$ cat src/rtl/lpm_pkg.sv
package lpm_pkg;
  typedef enum logic [2:0] {
    ST_RUN  = 3'd0,
    ST_WAIT = 3'd1,
    ST_STOP = 3'd2,
    ST_SREC = 3'd3,
    ST_RREC = 3'd4
  } lpm_state_t;

  localparam int CAUSE_W = 3;
  localparam logic [CAUSE_W-1:0] CAUSE_IRQ = 3'b001;
  localparam logic [CAUSE_W-1:0] CAUSE_BRK = 3'b010;
  localparam logic [CAUSE_W-1:0] CAUSE_RST = 3'b100;
  localparam logic [CAUSE_W-1:0] CAUSE_NONE = 3'b000;
endpackage

$ cat src/rtl/lpm_wake_arb.sv
module lpm_wake_arb #(
  parameter int N_IRQ = 8
) (
  input  logic             clk_i,
  input  logic             rst_ni,
  input  logic             reset_req_i,
  input  logic             break_req_i,
  input  logic [N_IRQ-1:0] irq_req_i,
  input  logic [N_IRQ-1:0] irq_en_i,
  output logic [lpm_pkg::CAUSE_W-1:0] cause_o,
  output logic             any_o
);
  import lpm_pkg::*;

  logic [N_IRQ-1:0] irq_live;
  logic             irq_any;

  for (genvar g = 0; g < N_IRQ; g++) begin : g_mask
    assign irq_live[g] = irq_req_i[g] & irq_en_i[g];
  end
  assign irq_any = |irq_live;

  always_comb begin
    if (reset_req_i)      cause_o = CAUSE_RST;
    else if (break_req_i) cause_o = CAUSE_BRK;
    else if (irq_any)     cause_o = CAUSE_IRQ;
    else                  cause_o = CAUSE_NONE;
  end
  assign any_o = reset_req_i | break_req_i | irq_any;

  // winner is one-hot, and a reset always wins
  a_r8_onehot_cause: assert property (@(posedge clk_i) disable iff (!rst_ni)
    $onehot0(cause_o) && (any_o == (cause_o != CAUSE_NONE)));
  a_r8_reset_wins: assert property (@(posedge clk_i) disable iff (!rst_ni)
    reset_req_i |-> cause_o[2]);
endmodule

$ cat src/rtl/lpm_rec_counter.sv
module lpm_rec_counter #(
  parameter int CNT_W = 12
) (
  input  logic             clk_i,
  input  logic             rst_ni,
  input  logic             clr_i,
  input  logic             en_i,
  input  logic [CNT_W-1:0] term_i,
  output logic [CNT_W-1:0] cnt_o,
  output logic             last_o
);
  logic [CNT_W-1:0] cnt_q;

  assign last_o = en_i && (cnt_q == term_i);
  assign cnt_o  = cnt_q;

  always_ff @(posedge clk_i or negedge rst_ni) begin
    if (!rst_ni)                cnt_q <= '0;
    else if (clr_i)             cnt_q <= '0;
    else if (en_i && !last_o)   cnt_q <= cnt_q + 1'b1;
  end

  // value frozen while not counting
  a_r6_hold_when_idle: assert property (@(posedge clk_i) disable iff (!rst_ni)
    (!en_i && !clr_i) |=> $stable(cnt_o));
  // count never passes the terminal value
  a_r5_within_term: assert property (@(posedge clk_i) disable iff (!rst_ni)
    en_i |-> (cnt_o <= term_i));
endmodule

$ cat src/rtl/lpm_brk_status.sv
module lpm_brk_status (
  input  logic clk_i,
  input  logic rst_ni,
  input  logic set_i,
  input  logic clr_i,
  output logic flag_o
);
  always_ff @(posedge clk_i or negedge rst_ni) begin
    if (!rst_ni)     flag_o <= 1'b0;
    else if (set_i)  flag_o <= 1'b1;
    else if (clr_i)  flag_o <= 1'b0;
  end

  // set wins over clear, and the bit is sticky
  a_r9_set_wins: assert property (@(posedge clk_i) disable iff (!rst_ni)
    set_i |=> flag_o);
  a_r9_sticky: assert property (@(posedge clk_i) disable iff (!rst_ni)
    (flag_o && !clr_i) |=> flag_o);
endmodule

$ cat src/rtl/lpm_sequencer.sv
module lpm_sequencer #(
  parameter int N_IRQ     = 8,
  parameter int CNT_W     = 12,
  parameter int LONG_REC  = 4096,
  parameter int SHORT_REC = 32,
  parameter int RST_HOLD  = 32
) (
  input  logic             clk_x4_i,
  input  logic             rst_ni,
  input  logic             wait_req_i,
  input  logic             stop_req_i,
  input  logic [N_IRQ-1:0] irq_req_i,
  input  logic [N_IRQ-1:0] irq_en_i,
  input  logic             reset_req_i,
  input  logic             break_req_i,
  input  logic             short_rec_i,
  input  logic             wdog_dis_i,
  input  logic             brk_flag_clr_i,
  output logic             cpu_clk_en_o,
  output logic             bus_clk_en_o,
  output logic             wdog_en_o,
  output logic [CNT_W-1:0] rec_count_o,
  output logic             rec_done_o,
  output logic             stack_start_o,
  output logic             reset_hold_o,
  output logic [2:0]       wake_cause_o,
  output logic             brk_flag_o
);
  import lpm_pkg::*;

  localparam logic [CNT_W-1:0] LONG_T  = CNT_W'(LONG_REC - 1);
  localparam logic [CNT_W-1:0] SHORT_T = CNT_W'(SHORT_REC - 1);
  localparam logic [CNT_W-1:0] HOLD_T  = CNT_W'(RST_HOLD - 1);

  lpm_state_t       st_q, st_d;
  logic [CNT_W-1:0] term_q, term_d, sel_term;
  logic [2:0]       cause_q, cause_d, win_cause;
  logic             stack_q, stack_d, done_q, done_d;
  logic             win_any, cnt_clr, cnt_en, cnt_last, brk_set;

  lpm_wake_arb #(.N_IRQ(N_IRQ)) u_arb (
    .clk_i       (clk_x4_i),
    .rst_ni      (rst_ni),
    .reset_req_i (reset_req_i),
    .break_req_i (break_req_i),
    .irq_req_i   (irq_req_i),
    .irq_en_i    (irq_en_i),
    .cause_o     (win_cause),
    .any_o       (win_any)
  );

  assign cnt_en = (st_q == ST_SREC) || (st_q == ST_RREC);

  lpm_rec_counter #(.CNT_W(CNT_W)) u_cnt (
    .clk_i  (clk_x4_i),
    .rst_ni (rst_ni),
    .clr_i  (cnt_clr),
    .en_i   (cnt_en),
    .term_i (term_q),
    .cnt_o  (rec_count_o),
    .last_o (cnt_last)
  );

  assign brk_set = break_req_i && ((st_q == ST_WAIT) || (st_q == ST_STOP));

  lpm_brk_status u_brk (
    .clk_i  (clk_x4_i),
    .rst_ni (rst_ni),
    .set_i  (brk_set),
    .clr_i  (brk_flag_clr_i),
    .flag_o (brk_flag_o)
  );

  assign sel_term = short_rec_i ? SHORT_T : LONG_T;

  always_comb begin
    st_d    = st_q;
    term_d  = term_q;
    cause_d = cause_q;
    stack_d = 1'b0;
    done_d  = 1'b0;
    cnt_clr = 1'b0;
    unique case (st_q)
      ST_RUN: begin
        if (stop_req_i) begin
          st_d    = ST_STOP;
          cnt_clr = 1'b1;
          cause_d = CAUSE_NONE;
        end else if (wait_req_i) begin
          st_d    = ST_WAIT;
          cause_d = CAUSE_NONE;
        end
      end
      ST_WAIT: begin
        if (win_any) begin
          cause_d = win_cause;
          if (win_cause == CAUSE_RST) begin
            st_d    = ST_RREC;
            term_d  = HOLD_T;
            cnt_clr = 1'b1;
          end else begin
            st_d    = ST_RUN;
            stack_d = 1'b1;
          end
        end
      end
      ST_STOP: begin
        if (win_any) begin
          cause_d = win_cause;
          term_d  = sel_term;
          st_d    = (win_cause == CAUSE_RST) ? ST_RREC : ST_SREC;
        end
      end
      ST_SREC: begin
        if (cnt_last) begin
          st_d    = ST_RUN;
          stack_d = 1'b1;
          done_d  = 1'b1;
        end
      end
      ST_RREC: begin
        if (cnt_last) begin
          st_d   = ST_RUN;
          done_d = 1'b1;
        end
      end
      default: st_d = ST_RUN;
    endcase
  end

  always_ff @(posedge clk_x4_i or negedge rst_ni) begin
    if (!rst_ni) begin
      st_q    <= ST_RUN;
      term_q  <= SHORT_T;
      cause_q <= CAUSE_NONE;
      stack_q <= 1'b0;
      done_q  <= 1'b0;
    end else begin
      st_q    <= st_d;
      term_q  <= term_d;
      cause_q <= cause_d;
      stack_q <= stack_d;
      done_q  <= done_d;
    end
  end

  assign cpu_clk_en_o  = (st_q == ST_RUN) || (st_q == ST_RREC);
  assign bus_clk_en_o  = (st_q == ST_RUN) || (st_q == ST_WAIT) || (st_q == ST_RREC);
  assign reset_hold_o  = (st_q == ST_RREC);
  assign stack_start_o = stack_q;
  assign rec_done_o    = done_q;
  assign wake_cause_o  = cause_q;
  assign wdog_en_o     = ~wdog_dis_i;

  // enabled interrupt in wait stacks on the next cycle
  a_r3_wait_irq_stacks: assert property (@(posedge clk_x4_i) disable iff (!rst_ni)
    (st_q == ST_WAIT && win_cause == CAUSE_IRQ) |=> (stack_start_o && cpu_clk_en_o));
  // the stacking strobe is a single-cycle pulse
  a_r3_stack_pulse: assert property (@(posedge clk_x4_i) disable iff (!rst_ni)
    stack_start_o |=> !stack_start_o);
  // stop entry clears the counter and halts the bus clock
  a_r4_stop_entry: assert property (@(posedge clk_x4_i) disable iff (!rst_ni)
    (st_q == ST_RUN && stop_req_i) |=> (rec_count_o == '0 && !bus_clk_en_o && !cpu_clk_en_o));
  // recovery done comes with running clocks
  a_r5_done_clocks: assert property (@(posedge clk_x4_i) disable iff (!rst_ni)
    rec_done_o |-> (bus_clk_en_o && cpu_clk_en_o && !reset_hold_o));
  // no stacking while reset is held
  a_r7_no_stack_in_hold: assert property (@(posedge clk_x4_i) disable iff (!rst_ni)
    reset_hold_o |-> !stack_start_o);
  // cause output is one-hot or empty
  a_r8_cause_onehot: assert property (@(posedge clk_x4_i) disable iff (!rst_ni)
    $onehot0(wake_cause_o));
  // watchdog enable follows its disable bit
  a_r10_wdog: assert property (@(posedge clk_x4_i) disable iff (!rst_ni)
    wdog_en_o != wdog_dis_i);
  // requests during recovery do not start a mode
  a_r11_ignore_in_rec: assert property (@(posedge clk_x4_i) disable iff (!rst_ni)
    (cnt_en && !cnt_last) |=> cnt_en);
endmodule

$ cat config.mk
export PLATFORM = sky130hd
export DESIGN_NAME = lpm_sequencer
export DESIGN_NICKNAME = d
export VERILOG_FILES = /design/src/rtl/lpm_pkg.sv /design/src/rtl/lpm_wake_arb.sv /design/src/rtl/lpm_rec_counter.sv /design/src/rtl/lpm_brk_status.sv /design/src/rtl/lpm_sequencer.sv
export SDC_FILE = /design/constraint.sdc
export NUM_CORES = 1
export LEC_CHECK = 0
export BUFFER_PORTS_ARGS = -buffer_cell sky130_fd_sc_hd__buf_4
export CORE_UTILIZATION = 55
export CTS_BUF_LIST = sky130_fd_sc_hd__clkbuf_8
export DETAILED_ROUTE_END_ITERATION = 10
export GPL_ROUTABILITY_DRIVEN = 0
export PLACE_DENSITY = 0.8
export SLEW_MARGIN = 20
export SYNTH_ARGS = -nofsm -noshare
export SYNTH_HDL_FRONTEND = slang
export SYNTH_HIERARCHICAL = 1
export SYNTH_SLANG_ARGS = --single-unit
$ cat constraint.sdc
create_clock -name clk_x4_i -period 2.7 [get_ports clk_x4_i]
set_clock_uncertainty 0.15 [all_clocks]
set_input_delay 0.405 -clock clk_x4_i [delete_from_list [all_inputs] [get_ports clk_x4_i]]
set_output_delay 0.405 -clock clk_x4_i [all_outputs]
set_load 0.02 [all_outputs]
==> results.py <==
metrics = {
    "clocking": {
        "clk_pin_slew_ps": 90,
        "clk_sink_count": 22,
        "cts.path.max_buffers": 2,
        "cts-buffers-inserted": 3,
        "cts-htree-levels": 1,
        "tritoncts_clock_tree": "yes",
        "clock_latency_ps": 270,
        "cts.root.buffer_cell": "clkbuf_8",
    },
    "global_routing": {
        "grt_pass1_wl_mm": 7.590,
        "grt.total_usage_pct": 27.58,
        "grt_antenna_before_repair": 0,
        "largest_net_degree_at_the_start_of_global_routing": 23,
        "grt_remaining_overflow": 0,
        "first_global_vias": 1680,
    },
    "final_layout": {
        "layout.filler_cells": 267,
        "design.final.nets": 290,
        "antenna-diode-count": 0,
        "post_route_cells_drive_above_1_share_pct": 28.52,
        "mostFrequentLayoutCells": "buf_4, nand4_1, dfrtp_1",
        "commonest_non_fill_non_tap_cell_in_the_layout": "buf_4",
        "syn_to_final_growth_pct": 23.26,
    },
    "route": {
        "wire_per_inst_um": 15.18,
        "number_of_detailed_routing_iterations_run_before_antenna_repair": 4,
        "post_drt_via_cell_ratio": 6.150,
        "post-route-drc-count": 0,
        "ant_nets": 0,
        "route.vias.total": 1888,
        "detailedRoute.firstIterationViolations": 130,
        "totalWireLength_mm": 4.661,
    },
    "placed_design": {
        "preCtsSetupSlack_ps": -103.9,
        "io_buffer_count": 46,
        "hpwlAfterDp_mm": 3.324,
    },
    "sta": {
        "finalSetupViolations": 0,
        "fin_crit_ps": 2526,
        "report.final.hold_viol_count": 0,
        "final.period_utilization_pct": 93.55,
        "worst_slack_ps": 174.1,
        "drv_slew": 0,
        "max_freq_ghz": 0.3959,
        "rsz0062_at_grt": "false",
    },
    "synth": {
        "synth_area_in_adders_pct": 0.6702,
        "post_synth_xor_area_fraction_pct": 7.507,
        "ys_types": 58,
        "netlist_instances": 214,
        "synthMuxAreaShare_pct": 1.139,
        "synth-compound-area-share_pct": 17.96,
        "yosys_warnings": 6,
        "synthesis.area_um2": 1867,
        "area_share_of_and_or_nand_nor_cells_after_synthesis_pct": 34.85,
        "asyncSetResetFlopFracSynth_pct": 100.0,
        "synth-seq-area-share_pct": 29.49,
        "synth_edf_count": 0,
        "ys_seq_elements": 22,
        "ys_dominant_reg_cell": "dfrtp_1",
        "largest_family_of_logic_cells_by_synthesized_area": "simple AND/OR/NAND/NOR gates",
        "syn-mean-instance-area_um2": 8.723,
    },
    "critical_path": {
        "crit_path_start_kind": "input port",
        "cp-end-kind": "register",
        "critical_path_class": "in2reg",
        "timing.critical_path.arrival_ps": 2520,
        "r2r_slack_ps": 560,
        "r2r_start": "st_q[1]",
        "critPathRequiredTime_ps": 2700,
        "critical_register_to_register_path_endpoint": "u_cnt/cnt_o[9]",
        "setup.worst_path.start": "irq_req_i[7]",
        "r2r.worst_path.cells": 6,
        "critical_path_peak_fanout": 4,
    },
    "status": {
        "status": "finished clean",
    },
    "floorplan": {
        "start_util_pct": 59.68,
        "dieArea_um2": 3631,
        "pin_count": 47,
        "fp-row-count": 20,
        "die_w_um": 60.26,
        "core_area_um2": 3128,
        "die_height_um": 60.26,
    },
    "worst_hold_path": {
        "hold_path_depth": 2,
        "hold_path_startpoint": "reset_req_i",
        "min-delay-path-class": "in2reg",
        "timing.hold.worst_endpoint": "wake_cause_o[2]",
    },
    "pwr": {
        "power_leakage_nw": 0.9786,
        "power.density_nw_per_um2": 914.9,
        "ir_drop_v": 0.0006340,
        "post-layout-total-power_mw": 2.105,
    },
    "run": {
        "max-cap-violations": 0,
    },
}
## how the worst max path moves through the flow
stage / to
finish: u_cnt/cnt_o[7]
global route: u_cnt/cnt_o[7]
CTS: u_cnt/cnt_o[7]
detailed placement: u_cnt/cnt_o[7]
global placement: u_cnt/cnt_o[7]
floorplan: u_cnt/cnt_o[0]
## stage by stage
step / cells / setup TNS [ps] / hold slack, ps / util [%] / instance area [um^2]
2_1_floorplan: 218 / 0 / -40.59 / - / 1891
4_1_cts: 307 / 0 / 248.3 / 73.56 / 2301
3_3_place_gp: 302 / -10.16 / 163.9 / 71.48 / 2236
6_report: 307 / 0 / 248.6 / 73.56 / 2301
5_1_grt: 307 / 0 / 264.6 / 73.56 / 2301
3_5_place_dp: 302 / -194.4 / 164.8 / 71.48 / 2236
## final cells by class
| type | count | area (um^2) | share of cell area (%) |
|---|---|---|---|
| clock buffer | 4 | 55.05 | 2.393 |
| multi-input combinational | 174 | 1184 | 51.44 |
| tap | 44 | 55.05 | 2.393 |
| inverter | 5 | 18.77 | 0.8157 |
| timing repair buffer | 58 | 437.9 | 19.03 |
| sequential | 22 | 550.5 | 23.93 |
## cells by family (layout without fill, tap and decap cells)
logic type	Yosys count	after routing
AOI/OAI and AO/OA	46	46
xor gates and xnor gates	13	13
adders and majority gates	1	1
buffers and inverters	22	67
DFF	22	22
muxes	2	2
other	1	5
and+or+nand+nor	107	107
## power by group
group / leakage, nW / internal, mW / total (mW) / switching (mW)
clock network: 0.0288 / 0.130 / 0.243 / 0.113
registers: 0.287 / 0.424 / 0.615 / 0.191
logic: 0.663 / 0.533 / 1.25 / 0.714
total: 0.979 / 1.09 / 2.11 / 1.02
## cells in the mapped netlist (4+ instances only)
cell	number	share of area [%]
nor3_1	8	2.1
xnor2_1	11	5.2
nor4_1	7	2.3
a22oi_1	8	3.2
nor3b_1	4	1.6
nand3_1	7	1.9
dfrtp_1	22	29
inv_1	5	1.0
nor2b_1	13	4.4
o21ai_0	12	3.2
nand2_1	10	2.0
nand4_1	26	8.7
buf_4	4	1.6
buf_6	7	4.2
nor2_1	8	1.6
or3_1	4	1.3
## worst max-delay path, stage by stage
cell and delay, ps:
buf_4 110, a22oi_1 180, nand4_1 130, nor3b_1 170
or3b_1 390, a2bb2oi_1 180, nor3_2 210, nor2_1 80
nand4_1 110, a21oi_1 50, or4_1 510
## routing by layer
| metal | track usage [%] | routed length [um] | up-vias |
|---|---|---|---|
| li1 | - | - | 909 |
| met4 | 8.970 | 49 | 0 |
| met5 | 0 | 0 | - |
| met1 | 39.19 | 2098 | 877 |
| met3 | 3.896 | 372 | 6 |
| met2 | 42.70 | 2140 | 96 |
## state kept, by name (all words and copies together) (netlist names)
signal and count:
wake_cause_o 3, term_q 1, u_cnt/cnt_o 12, stack_start_o 1, u_brk/flag_o 1, st_q 3, rec_done_o 1
## repair_timing
action / in CTS / in global routing
hold endpoints to repair: 22 / 0
resized for setup: 0 / 0
buffers inserted: 0 / 0
hold buffers: 1 / 0
Power figures use the tool's default switching activity.
